--- src/rtl/altdiv_pkg.sv ---
`timescale 1ns/1ps
// Package: field widths and bit positions of the two configuration words.
// Assumes both words are 32 bits and that the two fields of a word are adjacent.
package altdiv_pkg;
    localparam int FIELD_W   = 12;
    localparam int CFG_W     = 32;
    localparam int LO_LSB    = 0;
    localparam int HI_LSB    = LO_LSB + FIELD_W;
    localparam int ALT_BIT   = 28;
    localparam int OGATE_BIT = 30;
    localparam int IGATE_BIT = 31;
    localparam int BYP_BIT   = 24;
endpackage

--- src/rtl/altdiv_period.sv ---
`timescale 1ns/1ps
// Period generator: counts reference cycles within one output period.
// The period length (ratio minus one) is latched at the period start, so a
// ratio written mid-period waits for the boundary. Level is high for the
// first floor(N/2) cycles. Held cleared while run_i is low.
module altdiv_period #(
    parameter int FW = altdiv_pkg::FIELD_W
) (
    input  logic          clk_i,
    input  logic          rst_ni,
    input  logic          run_i,
    input  logic          phase_i,
    input  logic [FW-1:0] ratio_a_i,
    input  logic [FW-1:0] ratio_b_i,
    output logic          wrap_o,
    output logic          lvl_d_o,
    output logic          lvl_q_o,
    output logic [FW-1:0] cnt_o,
    output logic [FW-1:0] len_o
);
    logic [FW-1:0] cnt_q, len_q, len_eff, sel;
    logic [FW:0]   half;

    // Pick ratio of the active phase; take it only when a period starts
    assign sel     = phase_i ? ratio_b_i : ratio_a_i;
    assign len_eff = (cnt_q == '0) ? sel : len_q;
    assign half    = ({1'b0, len_eff} + 1'b1) >> 1;
    assign wrap_o  = run_i && (cnt_q == len_eff);
    assign lvl_d_o = run_i && ({1'b0, cnt_q} < half);

    // Advance the in-period counter and register the divided level
    always_ff @(posedge clk_i) begin
        if (!rst_ni || !run_i) begin
            cnt_q   <= '0;
            len_q   <= '0;
            lvl_q_o <= 1'b0;
        end else begin
            len_q   <= len_eff;
            cnt_q   <= wrap_o ? '0 : cnt_q + 1'b1;
            lvl_q_o <= lvl_d_o;
        end
    end

    assign cnt_o = cnt_q;
    assign len_o = len_q;
endmodule

--- src/rtl/altdiv_sequencer.sv ---
`timescale 1ns/1ps
// Phase sequencer: counts finished periods and flips between ratio A and B
// after the programmed repeat count of the active phase. Single mode pins the
// phase to A at each boundary. Cleared to phase A while run_i is low.
module altdiv_sequencer #(
    parameter int FW = altdiv_pkg::FIELD_W
) (
    input  logic          clk_i,
    input  logic          rst_ni,
    input  logic          run_i,
    input  logic          alt_i,
    input  logic          wrap_i,
    input  logic [FW-1:0] rep_a_i,
    input  logic [FW-1:0] rep_b_i,
    output logic          phase_o
);
    logic [FW-1:0] rep_q;
    logic [FW-1:0] rep_lim;

    assign rep_lim = phase_o ? rep_b_i : rep_a_i;

    // Count periods and switch phase at a period boundary
    always_ff @(posedge clk_i) begin
        if (!rst_ni || !run_i) begin
            rep_q   <= '0;
            phase_o <= 1'b0;
        end else if (wrap_i) begin
            if (!alt_i) begin
                rep_q   <= '0;
                phase_o <= 1'b0;
            end else if (rep_q == rep_lim) begin
                rep_q   <= '0;
                phase_o <= ~phase_o;
            end else begin
                rep_q   <= rep_q + 1'b1;
            end
        end
    end
endmodule

--- src/rtl/altdiv_outstage.sv ---
`timescale 1ns/1ps
// Output stage: the output-gate register follows its request only while the
// divided level is low; the output is one register fed by level and gate.
// Bypass selects the reference clock combinationally.
module altdiv_outstage (
    input  logic clk_i,
    input  logic rst_ni,
    input  logic lvl_d_i,
    input  logic lvl_q_i,
    input  logic gate_req_i,
    input  logic bypass_i,
    output logic gate_q_o,
    output logic out_q_o,
    output logic clk_o
);
    logic gate_d;

    assign gate_d = lvl_q_i ? gate_q_o : gate_req_i;

    // Register gate state and the gated output level
    always_ff @(posedge clk_i) begin
        if (!rst_ni) begin
            gate_q_o <= 1'b0;
            out_q_o  <= 1'b0;
        end else begin
            gate_q_o <= gate_d;
            out_q_o  <= lvl_d_i & gate_d;
        end
    end

    assign clk_o = bypass_i ? clk_i : out_q_o;
endmodule

--- src/rtl/altdiv_clkgen.sv ---
`timescale 1ns/1ps
// Top: dual-ratio alternating clock divider. Decodes the two configuration
// words and wires the period generator, phase sequencer and output stage.
// Assumes the configuration is static apart from deliberate rewrites.
module altdiv_clkgen
    import altdiv_pkg::*;
(
    input  logic             clk_i,
    input  logic             rst_ni,
    input  logic [CFG_W-1:0] cfg_a_i,
    input  logic [CFG_W-1:0] cfg_b_i,
    output logic             clk_o
);
    logic [FIELD_W-1:0] ratio_a, ratio_b, rep_a, rep_b, cnt, len;
    logic alt_en, in_gate, gate_req, bypass_en;
    logic phase, wrap, lvl_d, lvl_q, gate_q, out_q;
    logic unused_cfg;

    assign ratio_a   = cfg_a_i[LO_LSB +: FIELD_W];
    assign ratio_b   = cfg_a_i[HI_LSB +: FIELD_W];
    assign rep_a     = cfg_b_i[LO_LSB +: FIELD_W];
    assign rep_b     = cfg_b_i[HI_LSB +: FIELD_W];
    assign alt_en    = cfg_a_i[ALT_BIT];
    assign gate_req  = cfg_a_i[OGATE_BIT];
    assign in_gate   = cfg_a_i[IGATE_BIT];
    assign bypass_en = cfg_b_i[BYP_BIT];
    assign unused_cfg = ^{cfg_a_i[27:24], cfg_a_i[29], cfg_b_i[31:25]};

    altdiv_period #(.FW(FIELD_W)) u_period (
        .clk_i(clk_i), .rst_ni(rst_ni), .run_i(in_gate), .phase_i(phase),
        .ratio_a_i(ratio_a), .ratio_b_i(ratio_b), .wrap_o(wrap),
        .lvl_d_o(lvl_d), .lvl_q_o(lvl_q), .cnt_o(cnt), .len_o(len)
    );

    altdiv_sequencer #(.FW(FIELD_W)) u_seq (
        .clk_i(clk_i), .rst_ni(rst_ni), .run_i(in_gate), .alt_i(alt_en),
        .wrap_i(wrap), .rep_a_i(rep_a), .rep_b_i(rep_b), .phase_o(phase)
    );

    altdiv_outstage u_out (
        .clk_i(clk_i), .rst_ni(rst_ni), .lvl_d_i(lvl_d), .lvl_q_i(lvl_q),
        .gate_req_i(gate_req), .bypass_i(bypass_en), .gate_q_o(gate_q),
        .out_q_o(out_q), .clk_o(clk_o)
    );
endmodule

--- config.mk ---
export PLATFORM = sky130hd
export DESIGN_NAME = altdiv_clkgen
export DESIGN_NICKNAME = d
export VERILOG_FILES = /design/src/rtl/altdiv_pkg.sv /design/src/rtl/altdiv_period.sv /design/src/rtl/altdiv_sequencer.sv /design/src/rtl/altdiv_outstage.sv /design/src/rtl/altdiv_clkgen.sv
export SDC_FILE = /design/constraint.sdc
export NUM_CORES = 1
export LEC_CHECK = 0
export BUFFER_PORTS_ARGS = -buffer_cell sky130_fd_sc_hd__buf_2
export CAP_MARGIN = 20
export CORE_MARGIN = 4
export CORE_UTILIZATION = 55
export CTS_CLUSTER_SIZE = 25
export DETAILED_ROUTE_END_ITERATION = 8
export HOLD_SLACK_MARGIN = 0.12
export PLACE_DENSITY = 0.81
export SLEW_MARGIN = 10
export SYNTH_ARGS = -nofsm -noshare
export SYNTH_HDL_FRONTEND = slang
export SYNTH_SLANG_ARGS = --single-unit
--- constraint.sdc ---
create_clock -name clk_i -period 4.6 [get_ports clk_i]
set_clock_uncertainty 0.05 [all_clocks]
set_input_delay 0.92 -clock clk_i [delete_from_list [all_inputs] [get_ports clk_i]]
set_output_delay 0.92 -clock clk_i [all_outputs]
set_load 0.02 [all_outputs]
Word-level counts from Yosys, hierarchy flattened
Index checks and enable logic that the tools add are counted.

cells by class
  shift operators = 0
  $lt $le $gt $ge = 1
  mux-type cells = 9
  bitwise logic cells = 2
  multipliers = 0
  reductions and logical operators = 8
  div/mod/pow operators = 0
  $add $sub $neg = 3
  eq/ne operators = 3

operators with widths
  cell                                                             count
  12-bit 2-to-1 mux                                                5
  12-bit by 1-bit adder with 12-bit output, second input constant  2
  12-bit == test                                                   2
  12-bit by 1-bit adder with 13-bit output, second input constant  1
  12-bit zero test                                                 1
  12-bit less-than comparator                                      1
  1-bit 2-to-1 mux                                                 4
  1-bit logical AND                                                2
  1-bit zero test                                                  2
  2-bit by 1-bit != test with 1-bit output, second input constant  1
  2-bit AND reduction                                              1
  2-bit OR reduction                                               1
  1-bit bitwise AND                                                1
  1-bit logical OR                                                 1
  1-bit inverter                                                   1

word-level totals
  logic and storage cells = 33
  register bits after elaboration = 40
  bits of input ports = 66
  latch bits = 0
  memories = 0
  memory bits (writable) = 0
  memory bits (read-only) = 0

Logic depth before layout (Yosys ltp)
Gate-level depths: netlist of run 1.

  depth after elaboration = 6
  depth in mapped cells = 17

Hierarchy
A second synthesis of run 1 with hierarchy kept.

unflattened totals
  cell total of the unflattened synthesis = 352
  area, all modules = 3,021.6 µm²

modules (own cells, without submodules)
  module            instances  area an instance (µm²)  cells an instance
  altdiv_period     1          2,058.2                 249
  altdiv_sequencer  1          884.6                   96
  altdiv_outstage   1          78.8                    7

==> results of run 1 <==
-- layer usage --
layer / wire, um / global-route usage / vias up
li1: - / - / 1351
met1: 3470 / 0.319 / 1289
met2: 3210 / 0.358 / 113
met3: 586 / 0.0404 / 11
met4: 74 / 0.0980 / 0
met5: 0 / 0 / -
-- worst min-delay path: stages, from the launching register on --
cell     delay, ns
dfxtp_1       0.33
o31ai_1       0.07
a21oi_1       0.06
-- registers in the layout, summed over array words and instances (netlist names) --
signal / flops
u_period.cnt_o: 12
u_period.len_o: 12
u_seq.rep_q: 12
u_out.gate_q_o: 1
u_out.out_q_o: 1
u_period.lvl_q_o: 1
u_seq.phase_o: 1
-- placed cells by master, fill, tap and decap left out, types with 3 or more instances in the layout --
cell type | netlist | routed
buf_4 | 0 | 4
a21oi_1 | 23 | 23
nand3_1 | 12 | 12
nand2_1 | 9 | 9
a31oi_1 | 3 | 3
nor2_1 | 46 | 46
nand2b_1 | 11 | 11
xor2_1 | 16 | 16
nor2b_1 | 3 | 3
a21o_1 | 4 | 4
mux2_2 | 6 | 6
ha_1 | 15 | 15
or3_1 | 4 | 4
buf_2 | 3 | 54
o21ai_0 | 7 | 7
and3_1 | 6 | 6
nor3_1 | 5 | 5
inv_1 | 18 | 18
nand4_1 | 4 | 4
o22ai_1 | 5 | 5
bufinv_16 | 0 | 3
or4_1 | 12 | 12
xnor2_1 | 16 | 16
dfxtp_1 | 40 | 40
mux2i_1 | 26 | 26
o31ai_1 | 12 | 12
clkbuf_8 | 0 | 8
-- worst max-delay path by stage --
stage / from / to / slack [ns]
2_1_floorplan: u_period.cnt_o[1]$_SDFF_PP0_ / u_period.lvl_q_o$_SDFF_PP0_ / 0.69
3_5_place_dp: u_period.cnt_o[1]$_SDFF_PP0_ / u_period.lvl_q_o$_SDFF_PP0_ / 0.49
4_1_cts: u_period.cnt_o[1]$_SDFF_PP0_ / u_period.lvl_q_o$_SDFF_PP0_ / 0.41
3_3_place_gp: u_period.cnt_o[1]$_SDFF_PP0_ / u_period.lvl_q_o$_SDFF_PP0_ / 0.50
6_report: u_period.cnt_o[1]$_SDFF_PP0_ / u_period.lvl_q_o$_SDFF_PP0_ / 0.35
5_1_grt: u_period.cnt_o[1]$_SDFF_PP0_ / u_out.out_q_o$_SDFF_PN0_ / 0.14
-- cell families after synthesis --
family,share of synthesized area
AOI/OAI and AO/OA,0.148
xor gates and xnor gates,0.0966
adders and majority gates,0.0647
buffers and inverters,0.0569
DFF,0.276
muxes,0.129
and+or+nand+nor,0.229
-- synthesized netlist by cell type (6+ instances only) --
| library cell | instances | share of area |
|---|---|---|
| mux2i_1 | 26 | 0.090 |
| xor2_1 | 16 | 0.048 |
| o21ai_0 | 7 | 0.012 |
| nand3_1 | 12 | 0.021 |
| dfxtp_1 | 40 | 0.28 |
| and3_1 | 6 | 0.013 |
| nor2_1 | 46 | 0.060 |
| ha_1 | 15 | 0.065 |
| nand2b_1 | 11 | 0.024 |
| xnor2_1 | 16 | 0.048 |
| o31ai_1 | 12 | 0.031 |
| clkbuf_1 | 8 | 0.010 |
| mux2_2 | 6 | 0.023 |
| or4_1 | 12 | 0.031 |
| nand2_1 | 9 | 0.012 |
| a21oi_1 | 23 | 0.040 |
| inv_1 | 18 | 0.023 |
-- layout make-up --
class                           instances  area (sq um)
Tap cell                               70          87.6
Sequential cell                        40           801
Clock buffer                            9           115
Clock inverter                          3          90.1
Multi-Input combinational cell        273          1930
Timing Repair Buffer                   57           295
Fill cell                             433          1720
Inverter                               18          67.6
-- power by group through the flow --
stage	logic, mW	clock network, mW	registers [mW]
after floorplan	0.0991	0.0117	0.365
after global placement	0.135	0.0155	0.367
after detailed placement	0.140	0.0155	0.367
after CTS	0.141	0.488	0.359
after global routing	0.158	0.508	0.361
final	0.143	0.482	0.360
==> metrics.cfg, run 1 <==
[pwr]
switching_power_mw = 0.234
p_sw_frac = 0.238
p_leak_nw = 1.35
seq_power_share = 0.365
pwr_density_cell_nw_per_um2 = 290
combPwrFrac = 0.145
p_clk_frac = 0.490
internal-power_mw = 0.750
total_power_mw = 0.985
ir_drop_mv = 0.245

[worst_hold_path]
hold_class = flop to flop
hold_end = u_seq.rep_q[11]$_SDFFE_PP0P_
whs_path_depth = 2
hp-start = u_seq.rep_q[11]$_SDFFE_PP0P_

[global_routing]
antenna_found_initial = 0
grt_pass1_vias = 2679
grt_pass1_wl_um = 11900
grtUsageTotal = 0.233
gr-total-overflow = 0
grt_max_degree = 28

[critical_path]
start_kind = flop
cp.arrival_ns = 4.52
crit_path_frequent_cell = ha_1
required_ns = 4.88
max_stage_delay_ns = 0.45
crit_path_cell_trace = inv_1 -> ha_1 -> or4b_1 -> or3_1 -> buf_4 -> mux2i_4 -> or3b_1 -> nor3_1 -> nand3_1 -> xnor2_1 -> ha_1 -> a21o_1 -> a211o_1 -> a21oi_1
timing.rr.start = u_period.cnt_o[1]$_SDFF_PP0_
path_buf_inv = 2
r2r_setup_slack_ns = 0.35
crit_family = simple AND/OR/NAND/NOR gates
r2r_cells = 14
path_depth = 14
crit_slowest_cell = or4b_1
cp_max_fo = 25
crit_path_end_kind = flop
r2r_end = u_period.lvl_q_o$_SDFF_PP0_
path_class = flop to flop

[yosys]
ys_seq_area_frac = 0.276
synth_seq_cells = 40
synthDistinctLibCells = 48
synthFlopType = dfxtp_1
synth_edf_count = 0
synth_nets = 429
synthArstFlopShare = 0
syn_area_sq_um = 2900
syn_avg_cell_area_sq_um = 8.33
ys_warn_count = 0
synth_cells = 348

[layout]
final_cell_area_sq_um = 3390
final_cells = 470
drive_gt1_frac = 0.198
n_antenna_cell = 0
utilization = 0.664
nNetsFinal = 480
area_delta_synth_final_pct = 16.9

[floorplan]
io_pins = 67
dieArea_sq_um = 6500
core_area_sq_um = 5110
num_rows = 26
initial_core_util = 0.568
die_w_um = 80.6
die_h_um = 80.6

[route]
via_count = 2764
drc = 0
post_drt_wl_per_cell_um = 15.6
via_per_inst = 5.88
first_iter_violations = 320
drtAntennaViolNets = 0
dr.pass1.iters = 5
wl_um = 7340

[timing]
whs_ns = 0.458
rsz0062_at_grt = false
drv_slew = 0
worst_pin_slew_ns = 0.975
finalSetupViolations = 0
relSlewSlack = 0.348
max_freq_ghz = 0.236
finalCriticalPeriod_ns = 4.25
setup-tns-final_ns = 0
post-route-period-util = 0.923
finalWorstSetupSlack_ns = 0.354
finalHoldViolations = 0

[placed_design]
place_area_sq_um = 3190
numPlacedInstances = 459
dp_hpwl_um = 5260
gp_congestion = 0.889
place_ws_ns = 0.485
io_buffer_count = 54

[clock_tree]
cts.repair.resized = 0
cts-hold-fix-buffers = 0
clk_pin_slew_ns = 0.09
clkLatencyLatePin_ns = 0.40
cts_tree = yes
postCtsSetupRepairBufs = 0

[run]
max-cap-violations = 0

[status]
status = finished clean

No activity file was read; power rests on OpenSTA's default activity.
==> run 2, diff against run 1 <==
- CORE_UTILIZATION: 55 -> 59
- PLACE_DENSITY: 0.81 -> 0.86
- clock period: 4.6 -> 4.9 ns (I/O delays scaled with it)
==> run 2 against run 1 <==
Against the previous run:
- count of clock-buffer cells in the layout up 1
- register-to-register slack better by 0.26 ns
- combinational power fell by 7%
- via count decreased by 0.72%
- clock power fell by 37%
- critical path depth decreased by 1
- global-route usage rose by 0.66 points
- cell count fell by 0.43%
- first-iteration DRC count grew 28%
- maximum frequency decreased by 0.99%
- cell area is 1.8% lower
- critical endpoint unchanged
- largest power group is now sequential cells
==> metrics.cfg, run 2 (synthesis results as in run 1) <==
[layout]
final_cells = 468  ; was 470
ff_latch_area_sq_um = 801  ; unchanged
final_cell_mix = buf_2 (54), nor2_1 (46), dfxtp_1 (40), mux2i_1 (26), a21oi_1 (23)  ; unchanged
multiInputGateArea_sq_um = 1930  ; unchanged
drive_gt1_frac = 0.200  ; was 0.198
final_cell_area_sq_um = 3330  ; was 3390 sq um
n_antenna_cell = 0  ; unchanged
area_delta_synth_final_pct = 14.8  ; was 16.9%
final_common_cell = buf_2  ; unchanged
nNetsFinal = 481  ; was 480
n_fill_cell = 401  ; was 433

[floorplan]
num_rows = 25  ; was 26
dieArea_sq_um = 6100  ; was 6500 sq um
initial_core_util = 0.610  ; was 0.568
core_area_sq_um = 4750  ; was 5110 sq um
io_pins = 67  ; unchanged
die_w_um = 78.1  ; was 80.6 um
die_h_um = 78.1  ; was 80.6 um

[clock_tree]
cts.repair.resized = 0  ; unchanged
postCtsSetupRepairBufs = 0  ; unchanged
clk_pin_slew_ns = 0.08  ; was 0.09 ns
cts_tree = yes  ; unchanged
clkLatencyLatePin_ns = 0.40  ; about the same
cts-hold-fix-buffers = 0  ; unchanged

[pwr]
p_clk_frac = 0.392  ; was 0.490
switching_power_mw = 0.212  ; was 0.234 mW
internal-power_mw = 0.562  ; was 0.750 mW
p_sw_frac = 0.274  ; was 0.238
pwr_density_cell_nw_per_um2 = 233  ; was 290 nW/um^2
ir_drop_mv = 0.200  ; was 0.245 mV
total_power_mw = 0.774  ; was 0.985 mW
combPwrFrac = 0.172  ; was 0.145
seq_power_share = 0.436  ; was 0.365
p_leak_nw = 1.33  ; was 1.35 nW

[status]
status = finished clean  ; unchanged

[global_routing]
antenna_found_initial = 0  ; unchanged
grtUsageTotal = 0.240  ; was 0.233
gr-total-overflow = 0  ; unchanged
grt_max_degree = 28  ; unchanged
grt_pass1_vias = 2554  ; was 2679
grt_pass1_wl_um = 11700  ; was 11900 um

[timing]
finalSetupViolations = 0  ; unchanged
finalWorstSetupSlack_ns = 0.611  ; was 0.354 ns
setup-tns-final_ns = 0  ; unchanged
max_freq_ghz = 0.233  ; was 0.236 GHz
drv_slew = 0  ; unchanged
finalCriticalPeriod_ns = 4.29  ; was 4.25 ns
worst_pin_slew_ns = 1.02  ; was 0.975 ns
rsz0062_at_grt = false  ; unchanged
finalHoldViolations = 0  ; unchanged
relSlewSlack = 0.315  ; was 0.348
post-route-period-util = 0.875  ; was 0.923

[route]
first_iter_violations = 408  ; was 320
via_per_inst = 5.86  ; was 5.88
via_count = 2744  ; was 2764
post_drt_wl_per_cell_um = 15.4  ; was 15.6 um
drtAntennaViolNets = 0  ; unchanged
wl_um = 7190  ; was 7340 um
dr.pass1.iters = 5  ; unchanged
drc = 0  ; unchanged

[critical_path]
path_class = flop to flop  ; unchanged
crit_path_frequent_cell = ha_1  ; unchanged
r2r_end = u_period.lvl_q_o$_SDFF_PP0_  ; unchanged
crit_path_end_kind = flop  ; unchanged
max_stage_delay_ns = 0.57  ; was 0.45 ns
crit_family = simple AND/OR/NAND/NOR gates  ; unchanged
crit_slowest_cell = or3_1  ; was or4b_1
timing.rr.start = u_period.cnt_o[1]$_SDFF_PP0_  ; unchanged
cp_max_fo = 9  ; was 25
start_kind = flop  ; unchanged
crit_path_cell_trace = inv_1 -> ha_1 -> or4b_1 -> or3_1 -> mux2_2 -> or3b_1 -> nor3_1 -> nand3_1 -> xnor2_1 -> ha_1 -> a21o_1 -> a211o_1 -> a21oi_1  ; was inv_1 -> ha_1 -> or4b_1 -> or3_1 -> buf_4 -> mux2i_4 -> or3b_1 -> nor3_1 -> nand3_1 -> xnor2_1 -> ha_1 -> a21o_1 -> a211o_1 -> a21oi_1
required_ns = 5.18  ; was 4.88 ns
cp.arrival_ns = 4.57  ; was 4.52 ns
r2r_setup_slack_ns = 0.61  ; was 0.35 ns
path_buf_inv = 1  ; was 2
r2r_cells = 13  ; was 14

[placed_design]
io_buffer_count = 54  ; unchanged
numPlacedInstances = 457  ; was 459
place_ws_ns = 0.711  ; was 0.485 ns
place_area_sq_um = 3190  ; about the same
gp_congestion = 0.939  ; was 0.889
dp_hpwl_um = 5420  ; was 5260 um

[worst_hold_path]
whs_path_depth = 2  ; unchanged
hold_class = flop to flop  ; unchanged
hold_end = u_seq.rep_q[11]$_SDFFE_PP0P_  ; unchanged
hp-start = u_seq.rep_q[11]$_SDFFE_PP0P_  ; unchanged

[run]
max-cap-violations = 0  ; unchanged

## run 2: cell type report
| type | instances | share of cell area |
|---|---|---|
| flip-flops and latches | 40 | 0.241 |
| clock buffers | 10 | 0.0387 |
| well taps | 67 | 0.0252 |
| repair buffers | 58 | 0.0910 |
| inverters | 18 | 0.0203 |
| clock inverters | 2 | 0.00301 |
| multi-input cells | 273 | 0.581 |
## run 2: worst max-delay path by stage
stage / startpoint / slack, ns / end / cells after the start
floorplan: u_period.cnt_o[1]$_SDFF_PP0_ / 0.99 / u_period.lvl_q_o$_SDFF_PP0_ / 15
finish: u_period.cnt_o[1]$_SDFF_PP0_ / 0.61 / u_period.lvl_q_o$_SDFF_PP0_ / 13
CTS: u_period.cnt_o[1]$_SDFF_PP0_ / 0.63 / u_period.lvl_q_o$_SDFF_PP0_ / 13
global placement: u_period.cnt_o[1]$_SDFF_PP0_ / 0.74 / u_period.lvl_q_o$_SDFF_PP0_ / 13
global route: u_period.cnt_o[1]$_SDFF_PP0_ / 0.38 / u_period.lvl_q_o$_SDFF_PP0_ / 15
detailed placement: u_period.cnt_o[1]$_SDFF_PP0_ / 0.71 / u_period.lvl_q_o$_SDFF_PP0_ / 13
## run 2: per-layer routing
metal / wire length [um] / global-route usage / vias up
met4: 95 / 0.0717 / 0
met2: 3220 / 0.374 / 131
met5: 0 / 0 / -
met1: 3130 / 0.326 / 1238
li1: - / - / 1363
met3: 741 / 0.0608 / 12
## run 2: worst reg2reg max path, stage by stage, from the launching register on
cell and delay, ns:
dfxtp_1 0.39, inv_1 0.14, ha_1 0.15, or4b_1 0.45
or3_1 0.57, mux2_2 0.40, or3b_1 0.43, nor3_1 0.42
nand3_1 0.16, xnor2_1 0.16, ha_1 0.31, a21o_1 0.20
a211o_1 0.28, a21oi_1 0.11
## run 2: metrics by stage
step	hold WS, ns	utilization
final	0.468	0.700
after global routing	0.486	0.700
after CTS	0.470	0.700
after detailed placement	0.457	0.672
after floorplan	0.409	-
after global placement	0.446	0.672
## run 2: power by group through the flow
stage	Combinational (mW)	Sequential, mW	Clock (mW)
2_1_floorplan	0.0930	0.343	0.0110
3_3_place_gp	0.125	0.345	0.0145
3_5_place_dp	0.131	0.345	0.0145
4_1_cts	0.132	0.337	0.310
5_1_grt	0.148	0.338	0.328
6_report	0.133	0.338	0.303
==> run 3, diff against run 2 <==
--- a/config.mk
+++ b/config.mk
@@ -7,2 +7,3 @@
 export LEC_CHECK = 0
+export ABC_AREA = 1
 export BUFFER_PORTS_ARGS = -buffer_cell sky130_fd_sc_hd__buf_2
@@ -10,3 +11,3 @@
 export CORE_MARGIN = 4
-export CORE_UTILIZATION = 59
+export CORE_UTILIZATION = 60
 export CTS_CLUSTER_SIZE = 25
==> constraint.sdc (replaced) <==
create_clock -name clk_i -period 4.9 [get_ports clk_i]
set_clock_uncertainty 0.05 [all_clocks]
set_input_delay 0.245 -clock clk_i [delete_from_list [all_inputs] [get_ports clk_i]]
set_output_delay 0.245 -clock clk_i [all_outputs]
set_load 0.02 [all_outputs]
==> run 3 against run 2 <==
Against the previous run:
- utilization rose by 2.1 points
- critical endpoint is now u_out.out_q_o$_SDFF_PN0_
- flip-flop and latch count stayed put
- global-route usage rose by 3.5 points
==> metrics.cfg, run 3 <==
[layout]
area_delta_synth_final_pct = 13.4  ; was 14.8%
n_fill_cell = 444  ; was 401
ff_latch_area_sq_um = 801  ; unchanged
drive_gt1_frac = 0.167  ; was 0.200
multiInputGateArea_sq_um = 2160  ; was 1930 sq um
final_cell_mix = nand2_1 (179), inv_1 (69), nor2_1 (56), buf_2 (54), nand3_1 (46)  ; was buf_2 (54), nor2_1 (46), dfxtp_1 (40), mux2i_1 (26), a21oi_1 (23)
final_cell_area_sq_um = 3780  ; was 3330 sq um
utilization = 0.721  ; was 0.700
n_antenna_cell = 0  ; unchanged
nNetsFinal = 678  ; was 481
final_common_cell = nand2_1  ; was buf_2

[timing]
worst_pin_slew_ns = 0.619  ; was 1.02 ns
post-route-period-util = 0.785  ; was 0.875
setup-tns-final_ns = 0  ; unchanged
finalCriticalPeriod_ns = 3.85  ; was 4.29 ns
finalWorstSetupSlack_ns = 1.05  ; was 0.611 ns
drv_slew = 0  ; unchanged
finalSetupViolations = 0  ; unchanged
relSlewSlack = 0.586  ; was 0.315
finalHoldViolations = 0  ; unchanged
rsz0062_at_grt = false  ; unchanged
max_freq_ghz = 0.260  ; was 0.233 GHz

[floorplan]
dieArea_sq_um = 6810  ; was 6100 sq um
core_area_sq_um = 5240  ; was 4750 sq um
initial_core_util = 0.636  ; was 0.610
die_w_um = 82.5  ; was 78.1 um
die_h_um = 82.5  ; was 78.1 um
io_pins = 67  ; unchanged
num_rows = 26  ; was 25

[route]
wl_um = 8680  ; was 7190 um
first_iter_violations = 349  ; was 408
drtAntennaViolNets = 0  ; unchanged
dr.pass1.iters = 5  ; unchanged
post_drt_wl_per_cell_um = 13.0  ; was 15.4 um
via_count = 3555  ; was 2744
drc = 0  ; unchanged
via_per_inst = 5.32  ; was 5.86

[yosys]
synthArstFlopShare = 0  ; unchanged
synth_seq_cells = 40  ; unchanged
synth_edf_count = 0  ; unchanged
ys_seq_area_frac = 0.240  ; was 0.276
syn_avg_cell_area_sq_um = 6.15  ; was 8.33 sq um
synthTopCellsByCount = nand2_1 (179), inv_1 (69), nor2_1 (56), nand3_1 (46), dfxtp_1 (40)  ; was nor2_1 (46), dfxtp_1 (40), mux2i_1 (26), a21oi_1 (23), inv_1 (18)
synth_nets = 623  ; was 429
synthDistinctLibCells = 33  ; was 48
synth.most_common_cell = nand2_1  ; was nor2_1
synthFlopType = dfxtp_1  ; unchanged
syn_area_sq_um = 3330  ; was 2900 sq um
synth_top_area_frac = 0.240  ; was 0.276
synth_cells = 542  ; was 348
synth_area_leader_cell = dfxtp_1  ; unchanged
ys_warn_count = 0  ; unchanged
synth_area_leaders = dfxtp_1 (24%), nand2_1 (20%), inv_1 (7.8%), nand3_1 (6.9%), xor2_1 (6.8%)  ; was dfxtp_1 (28%), mux2i_1 (9.0%), ha_1 (6.5%), nor2_1 (6.0%), xnor2_1 (4.8%)

[worst_hold_path]
hold_end = u_seq.phase_o$_SDFFE_PP0P_  ; was u_seq.rep_q[11]$_SDFFE_PP0P_
hold_class = input pin to flop  ; was flop to flop
hp-start = cfg_a_i[28]  ; was u_seq.rep_q[11]$_SDFFE_PP0P_
whs_path_depth = 5  ; was 2

[global_routing]
gr-total-overflow = 0  ; unchanged
grt_pass1_vias = 3328  ; was 2554
antenna_found_initial = 0  ; unchanged
grt_pass1_wl_um = 14700  ; was 11700 um
use_met3 = 0.0521  ; was 0.0608
met1_usage = 0.354  ; was 0.326
grt-busiest-layer = met2  ; unchanged
grtUsageTotal = 0.275  ; was 0.240
grt_max_degree = 35  ; was 28
grtUsageMet2 = 0.465  ; was 0.374

[pwr]
pwr_density_cell_nw_per_um2 = 230  ; was 233 nW/um^2
ir_drop_mv = 0.229  ; was 0.200 mV
p_leak_nw = 1.96  ; was 1.33 nW

[run]
max-cap-violations = 0  ; unchanged

[critical_path]
path_class = flop to flop  ; unchanged
r2r_setup_slack_ns = 1.05  ; was 0.61 ns
crit_path_cell_trace = inv_1 -> ha_1 -> nand2_1 -> nor2_4 -> nand2_2 -> nand2_1 -> nand2_1 -> nor2_1 -> nand2_1 -> nor2_2 -> nand4_1 -> o21ai_0 -> o21ai_1 -> ha_1 -> a21oi_1 -> o21ai_0 -> a21oi_1 -> nand3_1 -> nor4_1  ; was inv_1 -> ha_1 -> or4b_1 -> or3_1 -> mux2_2 -> or3b_1 -> nor3_1 -> nand3_1 -> xnor2_1 -> ha_1 -> a21o_1 -> a211o_1 -> a21oi_1
cp.arrival_ns = 4.12  ; was 4.57 ns
crit_path_frequent_cell = nand2_1  ; was ha_1
timing.rr.start = u_period.cnt_o[1]$_SDFF_PP0_  ; unchanged
start_kind = flop  ; unchanged
path_buf_inv = 1  ; unchanged
r2r_cells = 19  ; was 13
crit_path_end_kind = flop  ; unchanged
r2r_end = u_out.out_q_o$_SDFF_PN0_  ; was u_period.lvl_q_o$_SDFF_PP0_
cp_max_fo = 13  ; was 9
crit_start = u_period.cnt_o[1]$_SDFF_PP0_  ; unchanged
max_stage_delay_ns = 0.36  ; was 0.57 ns
required_ns = 5.18  ; about the same
crit_slowest_cell = dfxtp_1  ; was or3_1
crit_family = simple AND/OR/NAND/NOR gates  ; unchanged

[placed_design]
place_area_sq_um = 3590  ; was 3190 sq um
gp_congestion = 0.969  ; was 0.939
dp_hpwl_um = 6600  ; was 5420 um
io_buffer_count = 54  ; unchanged
place_ws_ns = 1.19  ; was 0.711 ns

[clock_tree]
clk_pin_slew_ns = 0.09  ; was 0.08 ns
postCtsSetupRepairBufs = 0  ; unchanged
cts.repair.resized = 0  ; unchanged
clkLatencyLatePin_ns = 0.42  ; was 0.40 ns
cts_tree = yes  ; unchanged

[status]
status = finished clean  ; unchanged

[run 3: changes by cell type after synthesis, sizes merged, moves of 12 or more]
| cell | delta |
|---|---|
| nand2 | +180 |
| xnor2 | -15 |
| nand3 | +41 |
| or4 | -13 |
| mux2i | -28 |
| nor2 | +18 |
| inv | +55 |
| o21ai | +15 |
| o31ai | -12 |
[run 3: worst max-delay path by stage]
| stage | cells past startpoint | slack (ns) | end |
|---|---|---|---|
| CTS | 19 | 1.12 | u_out.out_q_o$_SDFF_PN0_ |
| global route | 19 | 0.73 | u_out.out_q_o$_SDFF_PN0_ |
| global placement | 19 | 1.29 | u_out.out_q_o$_SDFF_PN0_ |
| floorplan | 1 | 1.85 | clk_o |
| detailed placement | 15 | 1.19 | u_out.out_q_o$_SDFF_PN0_ |
| finish | 19 | 1.05 | u_out.out_q_o$_SDFF_PN0_ |
[run 3: metrics by stage]
step | hold slack [ns] | power, mW | instances
2_1_floorplan | 0.347 | 0.478 | 542
3_3_place_gp | 0.401 | 0.523 | 654
3_5_place_dp | 0.414 | 0.528 | 654
4_1_cts | 0.155 | 0.867 | 667
5_1_grt | 0.173 | 0.916 | 668
6_report | 0.152 | 0.870 | 668
[run 3: repair_timing]
item	CTS	global route
hold buffers	2	0
endpoints found under the hold margin	3	0
setup endpoints to repair	0	0
[run 3: report_power, final]
group | switching (mW) | total (mW) | leakage [nW] | internal, mW
Clock | 0.149 | 0.358 | 0.0849 | 0.209
Sequential | 0.00315 | 0.335 | 0.325 | 0.332
Combinational | 0.112 | 0.176 | 1.55 | 0.0646
Total | 0.264 | 0.870 | 1.96 | 0.606
[run 3: worst min-delay path: cells and delay by family]
family                 cells  cell delay (ns)
and+or+nand+nor            4             0.25
buffers and inverters      1             0.10
[run 3: cell families (layout without fill, tap and decap cells)]
family | count (synthesis) | in the layout | synth area share
flip-flops | 40 | 40 | 0.240
multiplexers | 1 | 1 | 0.00338
buffers and inverters | 86 | 142 | 0.112
XOR/XNOR | 27 | 27 | 0.0710
adder cells (fa/ha/maj) | 15 | 15 | 0.0563
AND/OR/NAND/NOR | 336 | 336 | 0.460
AO/OA/AOI/OAI | 37 | 37 | 0.0571
[run 3: per-layer routing]
metal | vias up | wire length, um
met1 | 1594 | 3890
met5 | - | 0
met3 | 19 | 615
met4 | 0 | 137
met2 | 143 | 4040
li1 | 1799 | -
[run 3: area by class of cell]
cell class / instances / share of cell area
multi-input cells: 416 / 0.571
flip-flops and latches: 40 / 0.212
repair buffers: 56 / 0.0785
inverters: 74 / 0.0738
clock buffers: 9 / 0.0305
well taps: 70 / 0.0232
clock inverters: 3 / 0.0113
